## src/rtl/diag_pkg.sv

```systemverilog
package diag_pkg;

   typedef enum logic [1:0] {
      ST_IDLE = 2'd0,
      ST_EVAL = 2'd1,
      ST_WAIT = 2'd2
   } walk_state_e;

   // Leaf numbering: rotate so that the all-pass leaf maps to code 0.
   function automatic int leaf_code(input int node, input int pass_leaf, input int n_leaf);
      return (node - pass_leaf + n_leaf) % n_leaf;
   endfunction

   function automatic int max2(input int a, input int b);
      return (a > b) ? a : b;
   endfunction

endpackage

```

## src/rtl/diag_tree_rom.sv

```systemverilog
module diag_tree_rom
   import diag_pkg::*;
#(
   parameter int N_VEC   = 11,
   parameter int N_NODES = 2 * N_VEC + 1,
   parameter int ADDR_W  = $clog2(N_NODES),
   parameter int PAY_W   = 4,
   parameter int CODE_W  = 4
) (
   input  logic [ADDR_W-1:0] rd_addr,
   output logic              rd_leaf,
   output logic [PAY_W-1:0]  rd_pay,
   output logic [ADDR_W-1:0] rd_pass,
   output logic [ADDR_W-1:0] rd_fail
);

   localparam int N_LEAF    = N_VEC + 1;
   localparam int PASS_LEAF = (1 << $clog2(N_LEAF)) - 1;
   localparam int ERR_CODE  = (1 << CODE_W) - 1;

   logic              leaf_tab [N_NODES];
   logic [PAY_W-1:0]  pay_tab  [N_NODES];
   logic [ADDR_W-1:0] pass_tab [N_NODES];
   logic [ADDR_W-1:0] fail_tab [N_NODES];

   if (N_NODES != 2 * N_VEC + 1) begin : g_bad_nodes
      $error("diag_tree_rom: node count must equal 2*N_VEC+1");
   end
   if (N_LEAF > ERR_CODE) begin : g_bad_code
      $error("diag_tree_rom: CODE_W too narrow for leaf codes plus error code");
   end

   for (genvar i = 0; i < N_NODES; i++) begin : g_node
      if (i < N_VEC) begin : g_inner
         assign leaf_tab[i] = 1'b0;
         assign pay_tab[i]  = PAY_W'(i);
         assign pass_tab[i] = ADDR_W'(2 * i + 1);
         assign fail_tab[i] = ADDR_W'(2 * i + 2);
      end else begin : g_leaf
         assign leaf_tab[i] = 1'b1;
         assign pay_tab[i]  = PAY_W'(leaf_code(i, PASS_LEAF, N_LEAF));
         assign pass_tab[i] = ADDR_W'(i);
         assign fail_tab[i] = ADDR_W'(i);
      end
   end

   // Addresses past the table read as an error leaf.
   always_comb begin
      if (int'(rd_addr) < N_NODES) begin
         rd_leaf = leaf_tab[rd_addr];
         rd_pay  = pay_tab[rd_addr];
         rd_pass = pass_tab[rd_addr];
         rd_fail = fail_tab[rd_addr];
      end else begin
         rd_leaf = 1'b1;
         rd_pay  = PAY_W'(ERR_CODE);
         rd_pass = rd_addr;
         rd_fail = rd_addr;
      end
   end

endmodule

```

## src/rtl/diag_step_guard.sv

```systemverilog
module diag_step_guard #(
   parameter int LIMIT = 23,
   parameter int CNT_W = $clog2(LIMIT + 1)
) (
   input  logic clk,
   input  logic rst_n,
   input  logic clear,
   input  logic step,
   output logic at_limit
);

   logic [CNT_W-1:0] cnt_q;

   if (LIMIT < 1) begin : g_bad_limit
      $error("diag_step_guard: LIMIT must be at least 1");
   end

   always_ff @(posedge clk) begin
      if (!rst_n) begin
         cnt_q <= '0;
      end else if (clear) begin
         cnt_q <= '0;
      end else if (step && !at_limit) begin
         cnt_q <= cnt_q + 1'b1;
      end
   end

   assign at_limit = (int'(cnt_q) >= LIMIT);

endmodule

```

## src/rtl/diag_walk_fsm.sv

```systemverilog
module diag_walk_fsm
   import diag_pkg::*;
#(
   parameter int ADDR_W = 5,
   parameter int PAY_W  = 4,
   parameter int VEC_W  = 4,
   parameter int CODE_W = 4
) (
   input  logic              clk,
   input  logic              rst_n,
   input  logic              start,
   input  logic              resp_valid,
   input  logic              resp_fail,
   input  logic              rd_leaf,
   input  logic [PAY_W-1:0]  rd_pay,
   input  logic [ADDR_W-1:0] rd_pass,
   input  logic [ADDR_W-1:0] rd_fail,
   input  logic              at_limit,
   output logic [ADDR_W-1:0] node_addr,
   output logic              step,
   output logic              clear,
   output logic              vec_valid,
   output logic [VEC_W-1:0]  vec_idx,
   output logic              busy,
   output logic              done,
   output logic [CODE_W-1:0] diag_code,
   output logic              diag_abort
);

   localparam logic [CODE_W-1:0] ERR_CODE = '1;

   walk_state_e       state_q;
   logic [ADDR_W-1:0] node_q;

   if (VEC_W > PAY_W || CODE_W > PAY_W) begin : g_bad_pay
      $error("diag_walk_fsm: payload narrower than vector or code field");
   end

   always_ff @(posedge clk) begin
      if (!rst_n) begin
         state_q    <= ST_IDLE;
         node_q     <= '0;
         done       <= 1'b0;
         diag_abort <= 1'b0;
         diag_code  <= '0;
      end else begin
         done       <= 1'b0;
         diag_abort <= 1'b0;
         unique case (state_q)
            ST_IDLE: begin
               if (start) begin
                  node_q  <= '0;
                  state_q <= ST_EVAL;
               end
            end
            ST_EVAL: begin
               if (rd_leaf) begin
                  done      <= 1'b1;
                  diag_code <= rd_pay[CODE_W-1:0];
                  state_q   <= ST_IDLE;
               end else if (at_limit) begin
                  done       <= 1'b1;
                  diag_abort <= 1'b1;
                  diag_code  <= ERR_CODE;
                  state_q    <= ST_IDLE;
               end else begin
                  state_q <= ST_WAIT;
               end
            end
            ST_WAIT: begin
               if (resp_valid) begin
                  node_q  <= resp_fail ? rd_fail : rd_pass;
                  state_q <= ST_EVAL;
               end
            end
            default: state_q <= ST_IDLE;
         endcase
      end
   end

   assign node_addr = node_q;
   assign clear     = (state_q == ST_IDLE) && start;
   assign step      = (state_q == ST_EVAL) && !rd_leaf && !at_limit;
   assign vec_valid = (state_q == ST_WAIT);
   assign vec_idx   = rd_pay[VEC_W-1:0];
   assign busy      = (state_q != ST_IDLE);

endmodule

```

## src/rtl/diag_tree_seq.sv

```systemverilog
module diag_tree_seq
   import diag_pkg::*;
#(
   parameter int N_VEC     = 11,
   parameter int MAX_STEPS = 2 * N_VEC + 1,
   parameter int VEC_W     = (N_VEC > 1) ? $clog2(N_VEC) : 1,
   parameter int CODE_W    = $clog2(N_VEC + 2)
) (
   input  logic              clk,
   input  logic              rst_n,
   input  logic              start,
   input  logic              resp_valid,
   input  logic              resp_fail,
   output logic              vec_valid,
   output logic [VEC_W-1:0]  vec_idx,
   output logic              busy,
   output logic              done,
   output logic [CODE_W-1:0] diag_code,
   output logic              diag_abort
);

   localparam int N_NODES = 2 * N_VEC + 1;
   localparam int ADDR_W  = $clog2(N_NODES);
   localparam int PAY_W   = max2(VEC_W, CODE_W);

   if (N_VEC < 1) begin : g_bad_vec
      $error("diag_tree_seq: N_VEC must be at least 1");
   end
   if ((1 << VEC_W) < N_VEC) begin : g_bad_vecw
      $error("diag_tree_seq: VEC_W cannot index all vectors");
   end

   logic              rd_leaf;
   logic [PAY_W-1:0]  rd_pay;
   logic [ADDR_W-1:0] rd_pass;
   logic [ADDR_W-1:0] rd_fail;
   logic [ADDR_W-1:0] node_addr;
   logic              step;
   logic              clear;
   logic              at_limit;

   diag_tree_rom #(
      .N_VEC  (N_VEC),
      .N_NODES(N_NODES),
      .ADDR_W (ADDR_W),
      .PAY_W  (PAY_W),
      .CODE_W (CODE_W)
   ) rom_i (
      .rd_addr(node_addr),
      .rd_leaf(rd_leaf),
      .rd_pay (rd_pay),
      .rd_pass(rd_pass),
      .rd_fail(rd_fail)
   );

   diag_step_guard #(
      .LIMIT(MAX_STEPS)
   ) guard_i (
      .clk     (clk),
      .rst_n   (rst_n),
      .clear   (clear),
      .step    (step),
      .at_limit(at_limit)
   );

   diag_walk_fsm #(
      .ADDR_W(ADDR_W),
      .PAY_W (PAY_W),
      .VEC_W (VEC_W),
      .CODE_W(CODE_W)
   ) fsm_i (
      .clk       (clk),
      .rst_n     (rst_n),
      .start     (start),
      .resp_valid(resp_valid),
      .resp_fail (resp_fail),
      .rd_leaf   (rd_leaf),
      .rd_pay    (rd_pay),
      .rd_pass   (rd_pass),
      .rd_fail   (rd_fail),
      .at_limit  (at_limit),
      .node_addr (node_addr),
      .step      (step),
      .clear     (clear),
      .vec_valid (vec_valid),
      .vec_idx   (vec_idx),
      .busy      (busy),
      .done      (done),
      .diag_code (diag_code),
      .diag_abort(diag_abort)
   );

endmodule

```

## config.mk

```make
export PLATFORM = sky130hd
export DESIGN_NAME = diag_tree_seq
export DESIGN_NICKNAME = d
export VERILOG_FILES = /design/src/rtl/diag_pkg.sv /design/src/rtl/diag_tree_rom.sv /design/src/rtl/diag_step_guard.sv /design/src/rtl/diag_walk_fsm.sv /design/src/rtl/diag_tree_seq.sv
export SDC_FILE = /design/constraint.sdc
export NUM_CORES = 1
export LEC_CHECK = 0
export BUFFER_PORTS_ARGS = -buffer_cell sky130_fd_sc_hd__buf_2
export CORE_ASPECT_RATIO = 0.6
export CORE_MARGIN = 4
export CORE_UTILIZATION = 25
export CTS_CLUSTER_SIZE = 24
export DETAILED_ROUTE_END_ITERATION = 8
export GPL_ROUTABILITY_DRIVEN = 0
export SYNTH_ARGS = -nofsm -noshare
export SYNTH_HDL_FRONTEND = slang
export SYNTH_HIERARCHICAL = 1
export SYNTH_SLANG_ARGS = --single-unit
```

## constraint.sdc

```tcl
create_clock -name clk -period 2.2 [get_ports clk]
set_clock_uncertainty 0.15 [all_clocks]
set_input_delay 0.11 -clock clk [delete_from_list [all_inputs] [get_ports clk]]
set_output_delay 0.11 -clock clk [all_outputs]
set_load 0.02 [all_outputs]
```

==> flow_summary_export.csv <==
group,metric,value,unit
synthesis,synth-edff-count,0,
setup_path,path_max_fanout,8,
drt,antenna_left,0,
synthesis,synth_seq_cells,18,
global_routing,grt_max_degree,21,
drt,drtIter0Drc,82,
timing,period_share,92.4,%
synthesis,synthCells,156,
floorplanning,fp.dieH,64.0,um
floorplanning,die_w,101,um
setup_path,regToRegSetupSlack,190,ps
synthesis,yosys_warnings,6,
timing,fmax,492,MHz
clocking,clock-sinks,18,
synthesis,ys_types,48,
clocking,holdBufCountCts,0,
drt,drcViolationCount,0,
synthesis,synth_top_cell_area_share,27.6,%
layout,antenna_cells,0,
timing,rsz0062_at_grt,"false",
drt,routed_wl,2820,um
layout,fin_area,1490,um2
layout,layout_commonest_cell,"nand2_1",
layout,layout-drive-gt1-share,25.1,%
floorplanning,ioPinCount,17,
place,io_buffers,16,
synthesis,syn_area,1310,um2
place,dp_hpwl,2240,um
global_routing,grt_pass1_vias,1004,
timing,final.min_clock_period,2030,ps
clocking,cts-buffers-inserted,3,
global_routing,gr-total-overflow,0,
layout,layout_common_cells,"24 x nand2_1, 17 x dfxtp_1, 16 x buf_2",
synthesis,ys_seq_area_share,27.6,%
clocking,clock_latency,250,ps
setup_path,start_kind,"flip-flop",
layout,area_growth,14.3,%
floorplanning,rows,20,
floorplanning,initial_utilization,25.8,%
timing,tns,0,ps
timing,finalSetupViolations,0,
drt,drt-pass1-iter-count,4,
clocking,htreeDepth,1,
power,peakVddDrop,0.249,mV
timing,drv_slew,0,
worst_hold_path,hold_class,"input pin to flip-flop",
drt,wl_per_cell,11.9,um
layout,nNetsFinal,185,
clocking,cts_tree,"yes",
global_routing,antenna_found_initial,0,
drt,vias,1097,
outcome,status,"completed",
clocking,clock-root-buffer,"clkbuf_8",
global_routing,grt_pass1_wl,4910,um
synthesis,yosysTopAreaCell,"dfxtp_1",
synthesis,synth-async-reset-ratio,0,%
setup_path,cp.required,1940,ps
synthesis,syn_avg_cell_area,8.37,um2
synthesis,synthFlopType,"dfxtp_1",
floorplanning,core,5050,um2
power,cellPowerDensity,421,nW/um2
timing,max_slew_margin,56.3,%
place,place_ws,126,ps
timing,worstMarginPinSlew,655,ps
timing,finalHoldViolations,0,
global_routing,gr-usage-all-layers,9.36,%
setup_path,crit_path_end_kind,"primary output",
synthesis,syn_nets,168,
floorplanning,dieArea,6480,um2
setup_path,timing_worst_setup_path_type,"flip-flop to primary output",
drt,via_per_inst,4.63,
place,placed_cell_area,1440,um2
clocking,cts_buffer_depth,2,
synthesis,synth_area_leaders,"dfxtp_1 28%, mux2i_1 7.7%, nand2_1 6.9%, ha_1 6.7%, mux2_2 4.3%",
setup_path,critical_path_arrival,1770,ps
clocking,clkTransAtPathRegs,60,ps
power,leakage,0.563,nW
timing,finalWorstSetupSlack,167,ps
run,maxCapViolations,0,
-- critical path, cell delays in order (launching register included) --
cell and delay, ps:
dfxtp_4 370, buf_4 150, inv_1 150, ha_4 240
mux2i_1 130, a21oi_1 80, o22a_1 240, buf_2 160
-- worst paths after layout --
kind | start | to | depth (start not counted)
hold / removal | resp_valid | fsm_i/state_q[1] | 3
setup reg to reg | guard_i/cnt_q[0] | guard_i/cnt_q[3] | 7
setup / recovery | fsm_i/node_addr[0] | vec_idx[1] | 7
hold reg to reg | guard_i/cnt_q[1] | guard_i/cnt_q[1] | 2
-- per-layer routing --
| metal | GRT usage (%) | up-vias | share of wire (%) |
|---|---|---|---|
| met5 | 0 | - | 0 |
| met4 | 0.995 | 0 | 0 |
| met3 | 3.82 | 0 | 7.8 |
| met2 | 11.9 | 25 | 35 |
| met1 | 14.7 | 484 | 57 |
| li1 | - | 588 | - |
-- registers in the layout (all words and copies together), names as in the netlist --
| signal | flops |
|---|---|
| fsm_i/node_addr | 5 |
| guard_i/cnt_q | 5 |
| fsm_i/diag_code | 4 |
| fsm_i/state_q | 2 |
| fsm_i/diag_abort | 1 |
| fsm_i/done | 1 |
-- what timing repair did --
action / CTS / global route
endpoints found under the setup margin: 1 / 2
endpoints found under the hold margin: 0 / 0
pin swaps: 0 / 1
buffers inserted: 0 / 0
resized for setup: 1 / 2
cloned: 0 / 0
-- per-stage QoR --
step           cells  hold slack [ps]  utilization, %  power (W)
4_1_cts          237             45.0            29.2   0.000644
3_3_place_gp     234              300            28.4   0.000416
6_report         237             45.6            29.5   0.000629
5_1_grt          237             41.3            29.5   0.000666
3_5_place_dp     234              314            28.4   0.000416
2_1_floorplan    156             97.7               -   0.000394
-- synthesized netlist by cell type, types with 2 or more instances --
library cell	n
nor2_1	10
and3b_1	2
buf_2	3
ha_1	7
a211oi_1	2
o21ai_0	9
nor2b_1	3
o21ai_1	4
mux2_2	5
o221a_1	4
inv_1	6
o21a_1	2
a21oi_1	10
nor2_2	2
buf_6	2
buf_4	4
nand2_1	24
dfxtp_1	18
mux2i_1	10
-- area by class of cell --
class                   instances  area, um2
repair buffers                 23        133
inverters                       7       26.3
flip-flops and latches         18        364
fillers                       554       3560
clock buffers                   3       41.3
well taps                      66       82.6
multi-input cells             120        846
-- power by group --
group | internal [W] | switching [W]
Sequential | 0.000329 | 0.00000606
Combinational | 0.0000333 | 0.0000396
Clock | 0.000121 | 0.0000992
Total | 0.000484 | 0.000145
-- cell families (layout without fill, tap and decap cells) --
group	Yosys count	in the layout	share of synthesized area (%)
flops	18	18	27.6
compound gates	46	46	25.1
mux	15	15	12.0
simple gates	52	52	20.0
fa+ha+maj	7	7	6.70
buf+inv	18	33	8.62
(Power assumes the default switching activity.)
